File: src/rtl/ddc_pkg.sv
package ddc_pkg;

  typedef enum logic [2:0] {
    CYC_READ     = 3'd0,
    CYC_EARLY_WR = 3'd1,
    CYC_LATE_WR  = 3'd2,
    CYC_RMW      = 3'd3,
    CYC_PAGE     = 3'd4,
    CYC_RAS_ONLY = 3'd5,
    CYC_CBR      = 3'd6,
    CYC_HIDDEN   = 3'd7
  } cyc_kind_e;

  typedef enum logic [2:0] {
    ST_IDLE = 3'd0,
    ST_ROW  = 3'd1,
    ST_PEND = 3'd2,
    ST_RD   = 3'd3,
    ST_DONE = 3'd4,
    ST_REF  = 3'd5
  } cls_state_e;

  localparam int LANES = 2;

  typedef struct packed {
    logic             ras_fall;
    logic             ras_rise;
    logic             cas_first_fall;
    logic             cas_last_rise;
    logic             cas_low;
    logic [LANES-1:0] lane_low;
    logic             we_low;
    logic             oe_low;
  } strobe_ev_t;

endpackage

File: src/rtl/ddc_edge.sv
module ddc_edge
  import ddc_pkg::*;
(
  input  logic       clk,
  input  logic       rst_n,
  input  logic       ras_n,
  input  logic       lcas_n,
  input  logic       ucas_n,
  input  logic       we_n,
  input  logic       oe_n,
  output strobe_ev_t ev
);

  logic [LANES-1:0] lane_low;
  logic             cas_low;
  logic             prev_ras_n;
  logic             prev_cas_low;

  // one bit per byte lane strobe
  generate
    for (genvar g = 0; g < LANES; g++) begin : g_lane
      if (g == 0) begin : g_lo
        assign lane_low[g] = ~lcas_n;
      end else begin : g_hi
        assign lane_low[g] = ~ucas_n;
      end
    end
  endgenerate

  assign cas_low = |lane_low;

  always_ff @(posedge clk or negedge rst_n) begin
    if (!rst_n) begin
      prev_ras_n   <= 1'b1;
      prev_cas_low <= 1'b0;
    end else begin
      prev_ras_n   <= ras_n;
      prev_cas_low <= cas_low;
    end
  end

  always_comb begin
    ev.ras_fall       = prev_ras_n & ~ras_n;
    ev.ras_rise       = ~prev_ras_n & ras_n;
    ev.cas_first_fall = ~prev_cas_low & cas_low;
    ev.cas_last_rise  = prev_cas_low & ~cas_low;
    ev.cas_low        = cas_low;
    ev.lane_low       = lane_low;
    ev.we_low         = ~we_n;
    ev.oe_low         = ~oe_n;
  end

endmodule

File: src/rtl/ddc_span_timer.sv
module ddc_span_timer #(
  parameter int CNT_W   = 8,
  parameter int RAS_MIN = 4,
  parameter int PRE_MIN = 3
) (
  input  logic clk,
  input  logic rst_n,
  input  logic ras_fall,
  input  logic ras_rise,
  output logic timing_err
);

  localparam logic [CNT_W-1:0] LOW_LIM  = CNT_W'(RAS_MIN);
  localparam logic [CNT_W-1:0] HIGH_LIM = CNT_W'(PRE_MIN);
  localparam logic [CNT_W-1:0] ONE      = CNT_W'(1);

  logic [CNT_W-1:0] span_q, span_d;
  logic             err_d;

  // span_q holds the number of samples seen since the last row edge
  always_comb begin
    span_d = span_q;
    if (ras_fall || ras_rise) begin
      span_d = ONE;
    end else if (!(&span_q)) begin
      span_d = span_q + ONE;
    end
    err_d = (ras_rise && (span_q < LOW_LIM)) ||
            (ras_fall && (span_q < HIGH_LIM));
  end

  always_ff @(posedge clk or negedge rst_n) begin
    if (!rst_n) begin
      span_q     <= '1;
      timing_err <= 1'b0;
    end else begin
      span_q     <= span_d;
      timing_err <= err_d;
    end
  end

endmodule

File: src/rtl/ddc_classify.sv
module ddc_classify
  import ddc_pkg::*;
(
  input  logic             clk,
  input  logic             rst_n,
  input  strobe_ev_t       ev,
  output logic             evt_valid,
  output cyc_kind_e        evt_kind,
  output logic [LANES-1:0] evt_lanes
);

  cls_state_e       st_q, st_d;
  logic             col_q, col_d;
  logic             held_q, held_d;
  logic             v_d;
  cyc_kind_e        k_d;
  logic [LANES-1:0] l_d;

  always_comb begin
    st_d   = st_q;
    col_d  = col_q;
    held_d = held_q;
    v_d    = 1'b0;
    k_d    = CYC_READ;
    l_d    = ev.lane_low;
    case (st_q)
      ST_IDLE: begin
        held_d = held_q & ev.cas_low;
        if (ev.ras_fall) begin
          col_d = 1'b0;
          if (ev.cas_low) begin
            v_d  = 1'b1;
            k_d  = held_q ? CYC_HIDDEN : CYC_CBR;
            st_d = ST_REF;
          end else begin
            st_d = ST_ROW;
          end
        end
      end
      ST_REF: begin
        if (ev.ras_rise) begin
          st_d   = ST_IDLE;
          held_d = ev.cas_low;
        end
      end
      default: begin
        if (ev.ras_rise) begin
          st_d   = ST_IDLE;
          held_d = ev.cas_low;
          if (st_q == ST_ROW && !col_q && !ev.cas_low) begin
            v_d = 1'b1;
            k_d = CYC_RAS_ONLY;
            l_d = '0;
          end
        end else begin
          case (st_q)
            ST_ROW: begin
              if (ev.cas_first_fall) begin
                if (col_q) begin
                  v_d = 1'b1; k_d = CYC_PAGE; st_d = ST_DONE;
                end else if (ev.we_low) begin
                  v_d = 1'b1; k_d = CYC_EARLY_WR; st_d = ST_DONE;
                end else if (ev.oe_low) begin
                  v_d = 1'b1; k_d = CYC_READ; st_d = ST_RD;
                end else begin
                  st_d = ST_PEND;
                end
              end
            end
            ST_PEND: begin
              if (ev.cas_last_rise) begin
                st_d = ST_ROW; col_d = 1'b1;
              end else if (ev.we_low) begin
                v_d = 1'b1; k_d = CYC_LATE_WR; st_d = ST_DONE;
              end else if (ev.oe_low) begin
                v_d = 1'b1; k_d = CYC_READ; st_d = ST_RD;
              end
            end
            ST_RD: begin
              if (ev.cas_last_rise) begin
                st_d = ST_ROW; col_d = 1'b1;
              end else if (ev.we_low) begin
                v_d = 1'b1; k_d = CYC_RMW; st_d = ST_DONE;
              end
            end
            default: begin
              if (ev.cas_last_rise) begin
                st_d = ST_ROW; col_d = 1'b1;
              end
            end
          endcase
        end
      end
    endcase
  end

  always_ff @(posedge clk or negedge rst_n) begin
    if (!rst_n) begin
      st_q      <= ST_IDLE;
      col_q     <= 1'b0;
      held_q    <= 1'b0;
      evt_valid <= 1'b0;
      evt_kind  <= CYC_READ;
      evt_lanes <= '0;
    end else begin
      st_q      <= st_d;
      col_q     <= col_d;
      held_q    <= held_d;
      evt_valid <= v_d;
      if (v_d) begin
        evt_kind  <= k_d;
        evt_lanes <= l_d;
      end
    end
  end

endmodule

File: src/rtl/ddc_strobe_monitor.sv
module ddc_strobe_monitor
  import ddc_pkg::*;
#(
  parameter int CNT_W   = 8,
  parameter int RAS_MIN = 4,
  parameter int PRE_MIN = 3
) (
  input  logic       clk,
  input  logic       rst_n,
  input  logic       ras_n,
  input  logic       lcas_n,
  input  logic       ucas_n,
  input  logic       we_n,
  input  logic       oe_n,
  output logic       evt_valid,
  output logic [2:0] evt_kind,
  output logic [1:0] evt_lanes,
  output logic       timing_err
);

  strobe_ev_t ev;
  cyc_kind_e  kind;

  ddc_edge edge_i (
    .clk    (clk),
    .rst_n  (rst_n),
    .ras_n  (ras_n),
    .lcas_n (lcas_n),
    .ucas_n (ucas_n),
    .we_n   (we_n),
    .oe_n   (oe_n),
    .ev     (ev)
  );

  ddc_span_timer #(
    .CNT_W   (CNT_W),
    .RAS_MIN (RAS_MIN),
    .PRE_MIN (PRE_MIN)
  ) timer_i (
    .clk        (clk),
    .rst_n      (rst_n),
    .ras_fall   (ev.ras_fall),
    .ras_rise   (ev.ras_rise),
    .timing_err (timing_err)
  );

  ddc_classify cls_i (
    .clk       (clk),
    .rst_n     (rst_n),
    .ev        (ev),
    .evt_valid (evt_valid),
    .evt_kind  (kind),
    .evt_lanes (evt_lanes)
  );

  assign evt_kind = kind;

endmodule

File: config.mk
export PLATFORM = sky130hd
export DESIGN_NAME = ddc_strobe_monitor
export DESIGN_NICKNAME = d
export VERILOG_FILES = /design/src/rtl/ddc_pkg.sv /design/src/rtl/ddc_edge.sv /design/src/rtl/ddc_span_timer.sv /design/src/rtl/ddc_classify.sv /design/src/rtl/ddc_strobe_monitor.sv
export SDC_FILE = /design/constraint.sdc
export NUM_CORES = 1
export LEC_CHECK = 0
export ABC_AREA = 1
export BUFFER_PORTS_ARGS = -buffer_cell sky130_fd_sc_hd__buf_4
export CAP_MARGIN = 5
export CELL_PAD_IN_SITES_DETAIL_PLACEMENT = 0
export CELL_PAD_IN_SITES_GLOBAL_PLACEMENT = 1
export CORE_MARGIN = 1
export CORE_UTILIZATION = 38
export CTS_CLUSTER_DIAMETER = 80
export DETAILED_ROUTE_END_ITERATION = 16
export PLACE_DENSITY = 0.69
export SYNTH_ARGS = -nofsm -noshare
export SYNTH_HDL_FRONTEND = slang
export SYNTH_SLANG_ARGS = --single-unit
File: constraint.sdc
create_clock -name clk -period 2.2 [get_ports clk]
set_clock_uncertainty 0.15 [all_clocks]
set_input_delay 0.44 -clock clk [delete_from_list [all_inputs] [get_ports clk]]
set_output_delay 0.44 -clock clk [all_outputs]
set_load 0.01 [all_outputs]
==> results of run 1 <==
==> final timing paths <==
check	start	end	slack [ps]	cells past startpoint
max reg2reg	edge_i.prev_ras_n	cls_i.st_q[2]	360	9
max	edge_i.prev_ras_n	cls_i.st_q[2]	360	9
max in group asynchronous	rst_n	edge_i.prev_ras_n	1210	2
min in group asynchronous	rst_n	cls_i.evt_kind[1]	400	2
min	ras_n	edge_i.prev_ras_n	100	1
min reg2reg	timer_i.span_q[1]	timer_i.span_q[1]	350	2
==> what timing repair did <==
| action | in CTS | in global routing |
|---|---|---|
| endpoints found under the hold margin | 13 | 0 |
| setup endpoints to repair | 0 | 0 |
| hold buffers | 1 | 0 |
| setup buffers | 0 | 0 |
==> metrics by stage <==
step	total power [W]	setup WS, ps	area [sq um]
2_1_floorplan	0.00107	594	1350
5_1_grt	0.00160	214	1530
4_1_cts	0.00147	363	1530
3_3_place_gp	0.00127	435	1500
6_report	0.00146	362	1530
3_5_place_dp	0.00127	350	1500
==> cell type report <==
type / instances / area [sq um]
repair buffers: 14 / 108
inverters: 26 / 97.6
clock buffers: 4 / 26.3
multi-input cells: 125 / 681
fillers: 360 / 1830
well taps: 46 / 57.6
flip-flops and latches: 22 / 562
==> synth_stat cells, types with 2 or more instances <==
cell	n
nand2_1	43
inv_1	22
nand3_1	14
dfrtp_1	13
nor2_1	11
dfstp_2	9
o21ai_0	9
nand4_1	7
nand2_2	6
a21oi_1	5
inv_2	4
nor2_2	4
ha_1	3
nand3_2	3
o21ai_1	3
o21bai_1	2
o31ai_1	2
xor2_1	2
==> logic make-up (layout without fill, tap and decap cells) <==
family,count (synthesis),in the layout
DFF,22,22
xor gates and xnor gates,2,2
and+or+nand+nor,93,93
buffers and inverters,27,44
AOI/OAI and AO/OA,27,27
adders and majority gates,3,3
==> registers in the layout, summed over array words and instances (netlist names) <==
register	count
cls_i.col_q	1
cls_i.evt_kind	3
cls_i.evt_lanes	2
cls_i.evt_valid	1
cls_i.held_q	1
cls_i.st_q	3
edge_i.prev_cas_low	1
edge_i.prev_ras_n	1
timer_i.span_q	8
timer_i.timing_err	1
==> power groups by stage <==
stage	sequential, W	clock, W	combinational [W]
after detailed placement	0.000635	0	0.000640
after floorplan	0.000625	0	0.000450
after global placement	0.000631	0	0.000639
after global routing	0.000641	0.000219	0.000740
final	0.000628	0.000191	0.000640
after CTS	0.000626	0.000201	0.000644
==> metal layers <==
layer,track usage,share of wire,vias up
met5,0,0,-
met2,0.272,0.45,24
met1,0.251,0.52,565
met3,0.0441,0.033,2
li1,-,-,608
met4,0.0286,0.0062,0
==> impl_metrics.tcl, run 1 <==
set metrics [dict create \
    outcome "finished clean" \
    synth_enable_flop_cells 0 \
    areaGrowthSynthToFinish_pct 13.3 \
    finalWeightedCongestion 0.778 \
    report.final.hold_viol_count 0 \
    finalSetupTns_ps 0 \
    syn_avg_cell_area_sq_um 7.77 \
    routed_wl_um 2910 \
    cp-end-kind "flip-flop" \
    dp_cells 232 \
    critical_path.cell_chain "inv_1 -> ha_1 -> inv_1 -> nand4_1 -> nand3_1 -> inv_1 -> nand2_2 -> nand2_1 -> o21ai_1" \
    drt_pass1_iterations 4 \
    synth_mux_area_frac 0 \
    power.combinational.fraction 0.439 \
    avgRoutedWirePerCell_um 12.3 \
    synth_top_family_by_area "simple AND/OR/NAND/NOR gates" \
    rsz0062_at_grt "no" \
    grt_pass1_vias 1099 \
    number_of_standard_cells_in_the_final_layout_excluding_fillers 237 \
    antenna_found_initial 0 \
    tritoncts "yes" \
    floorplan.die.height_um 61.6 \
    synth_top_area_frac 0.241 \
    crit_family "flip-flops" \
    period_minus_slack_ps 1840 \
    worst-setup-path-type "flip-flop to flip-flop" \
    utilization 0.455 \
    mappedNetlistNets 184 \
    timing_worst_slew_pin_value_ps 317 \
    wire_length_of_the_first_global_routing_pass_um 4930 \
    leading_cell_types_in_the_layout_fill_and_taps_excluded "43 x nand2_1, 22 x inv_1, 14 x nand3_1" \
    timing.final.setup_violations 0 \
    startpoint_types "flip-flop" \
    synth-compound-area-share 0.118 \
    worst_ep_required_ps 2280 \
    grt_overflow 0 \
    power.static_leakage_nw 0.740 \
    critical_path_arrival_ps 1920 \
    die_x_um 61.6 \
    syn_area_sq_mm 0.00135 \
    gr_usage_total 0.175 \
    critical_path.slowest_cell "dfstp_2" \
    clk_pin_slew_worst_paths_ps 110 \
    grt_max_degree 23 \
    floorplan.io_pins 14 \
    netlist-cell-type-count 30 \
    floorplan.die_area_sq_mm 0.00380 \
    crit_path_max_fanout 8 \
    max-clock-path-buffers 2 \
    crit_path_max_incr_delay_ps 550 \
    clock_sinks 22 \
    ys_dominant_reg_cell "dfrtp_1" \
    synth_seq_cells 22 \
    max_clock_freq_mhz 544 \
    synth-adder-area-share 0.0278 \
    layout.cells.most_common "nand2_1" \
    drt_first_iter_violations 67 \
    swShare 0.416 \
    buffer_ports.inserted 13 \
    synth_instances 174 \
    htree_num_levels 1 \
    detail-route-antenna-nets 0 \
    max-cap-violations 0 \
    p_sw_w 0.000607 \
    starting_density 0.402 \
    drv_slew 0 \
    final_stage_net_count 202 \
    coreArea_sq_mm 0.00336 \
    number_of_drc_violations_after_detailed_routing 0 \
    internal_power_contribution_w 0.000852 \
    vdd.ir_drop.worst_mv 0.429 \
    clock_power_share 0.131 \
    hpwl_um 2220 \
    post_synth_xor_area_fraction 0.0130 \
    detail_route.vias_per_cell 5.06 \
    synth-seq-area-share 0.416 \
    placementRows 21 \
    yosys.area_share.simple 0.345 \
    antenna-diode-count 0 \
    power_frac_seq 0.430 \
    cts_made_buffers 3 \
    cp.buffers_inverters 3 \
    cts_resized 0 \
    min_path_type "input port to flip-flop" \
    power-per-cell-area_mw_per_mm2 952 \
    cts-root-buf "clkbuf_4" \
    clkLatencyLatePin_ps 310 \
    synth_async_sr_flop_share 1.00 \
    post-synth-top-area-cell "dfrtp_1" \
    timing.critical_path.mode_cell "inv_1" \
    max-slew-margin-rel 0.787 \
    drive_above_1_share 0.241 \
    yosysWarningCount 0 \
    finalCritPeriodShare 0.836 \
    detailroute.via_count 1199 \
    holdWs_ps 99.1 \
    synth_area_leaders "dfrtp_1 24%, dfstp_2 18%, nand2_1 12%, inv_1 6.1%, nand3_1 5.2%" \
]
Power figures use the tool's default switching activity.
==> run 2: changes to the inputs <==
Clock period 2.2 ns to 1.7 ns, I/O delays scaled along.
==> impl_metrics.tcl, run 2 (synthesis gave the netlist of run 1 again) <==
set metrics [dict create \
    power-per-cell-area_mw_per_mm2 1250 \
    detailroute.via_count 1207 \
    holdWs_ps 158 \
    swShare 0.383 \
    routed_wl_um 2970 \
    coreArea_sq_mm 0.00336 \
    drive_above_1_share 0.328 \
    drt_pass1_iterations 4 \
    report.final.hold_viol_count 0 \
    timing.final.setup_violations 0 \
    worst_ep_required_ps 1790 \
    detail_route.vias_per_cell 4.95 \
    internal_power_contribution_w 0.00130 \
    max-slew-margin-rel 0.778 \
    worst-setup-path-type "flip-flop to flip-flop" \
    clk_pin_slew_worst_paths_ps 120 \
    p_sw_w 0.000805 \
    holdCritStartpoint "ucas_n" \
    reg2regPathDepth 7 \
    placementRows 21 \
    drt_first_iter_violations 43 \
    layout.cells.most_common "nand2_1" \
    ff2ff_setup_slack_ps 20 \
    starting_density 0.402 \
    power.static_leakage_nw 0.809 \
    detail-route-antenna-nets 0 \
    drv_slew 0 \
    outcome "finished clean" \
    leading_cell_types_in_the_layout_fill_and_taps_excluded "40 x nand2_1, 20 x inv_1, 19 x buf_4" \
    avgRoutedWirePerCell_um 12.2 \
    clock_sinks 22 \
    power_frac_seq 0.384 \
    period_minus_slack_ps 1680 \
    min_to "edge_i.prev_cas_low" \
    final_stage_net_count 209 \
    top_regs "timer_i.span_q: 8 flops, cls_i.evt_kind: 3 flops, cls_i.st_q: 3 flops" \
    vdd.ir_drop.worst_mv 0.684 \
    startpoint_types "flip-flop" \
    register_bank_with_the_most_flops "timer_i.span_q" \
    number_of_drc_violations_after_detailed_routing 0 \
    antenna-diode-count 0 \
    largest_register_ffs 8 \
    cts-root-buf "clkbuf_4" \
    min_path_type "input port to flip-flop" \
    areaGrowthSynthToFinish_pct 24.7 \
    die_x_um 61.6 \
    clock_power_share 0.186 \
    finalWeightedCongestion 0.783 \
    buffer_ports.inserted 13 \
    floorplan.die_area_sq_mm 0.00380 \
    max_clock_freq_mhz 594 \
    finalCritPeriodShare 0.990 \
    hold_depth 2 \
    critical_path.reg2reg.endpoint "timer_i.span_q[0]" \
    floorplan.io_pins 14 \
    clkLatencyLatePin_ps 310 \
    htree_num_levels 1 \
    cp-end-kind "flip-flop" \
    timing_worst_slew_pin_value_ps 331 \
    critical_path_arrival_ps 1780 \
    grt_pass1_vias 1074 \
    crit_path_max_fanout 6 \
    hpwl_um 2230 \
    p_total_w 0.00210 \
    antenna_found_initial 0 \
    worst_r2r_src "timer_i.span_q[0]" \
    gr_usage_total 0.171 \
    max-clock-path-buffers 2 \
    cts_made_buffers 3 \
    rsz0062_at_grt "yes" \
    power.combinational.fraction 0.430 \
    grt_max_degree 23 \
    grt_overflow 0 \
    floorplan.die.height_um 61.6 \
    tritoncts "yes" \
    max-cap-violations 0 \
    wire_length_of_the_first_global_routing_pass_um 4750 \
]
## run 2: cell count changes in the layout (fill, tap and decap cells not counted), sizes merged
cell	previous run	this run
bufinv	0	1
buf	13	19
clkbuf	4	3
dlygate4sd3	1	2
## run 2: what timing repair did
action | CTS | global route
pin swaps | 0 | 6
buffers inserted | 0 | 3
setup endpoints to repair | 6 | 9
endpoints found under the hold margin | 17 | 0
resized for setup | 2 | 15
hold buffers | 2 | 0
## run 2: power groups by stage
stage,combinational [W],sequential [W],clock (W)
detailed placement,0.000856,0.000808,0
floorplan,0.000582,0.000808,0
global route,0.00103,0.000830,0.000440
finish,0.000904,0.000808,0.000392
global placement,0.000854,0.000804,0
CTS,0.000867,0.000798,0.000418
## run 2: stage by stage
stage	setup slack (ps)	std cells	setup TNS [ps]	util	area [sq um]
after floorplan	94.4	174	0	-	1350
after global placement	4.49	235	0	0.451	1520
after detailed placement	-25.5	235	-54.0	0.451	1520
after CTS	28.4	241	0	0.474	1590
after global routing	-63.0	244	-195	0.501	1690
final	17.0	244	0	0.501	1690
## run 2: cell type report
class / instances / area [sq um]
clock buffers: 3 / 22.5
clock inverters: 1 / 30.0
fillers: 337 / 1680
inverters: 26 / 97.6
multi-input cells: 125 / 753
flip-flops and latches: 22 / 562
well taps: 46 / 57.6
repair buffers: 21 / 163
## run 2: worst max-delay path, stage by stage, from the launching register on
cell	delay (ps)
dfstp_2	600
ha_4	150
nand2_4	60
nor2_4	120
nand2_2	70
nor2_4	160
nand3_4	110
o21a_1	210
## run 2: worst max-delay path by stage
stage / from / endpoint / cells after the start
final: timer_i.span_q[0] / timer_i.span_q[0] / 7
after global routing: timer_i.span_q[0] / timer_i.span_q[0] / 7
after CTS: timer_i.span_q[0] / timer_i.span_q[0] / 7
after detailed placement: edge_i.prev_ras_n / cls_i.st_q[2] / 9
after global placement: edge_i.prev_ras_n / cls_i.st_q[2] / 9
after floorplan: edge_i.prev_ras_n / cls_i.st_q[2] / 9
## run 2: routing by layer
layer  track usage  share of wire  wire length [um]
met1         0.250           0.50              1480
met2         0.252           0.47              1390
met3        0.0462          0.027                81
met4        0.0381         0.0067                20
met5             0              0                 0
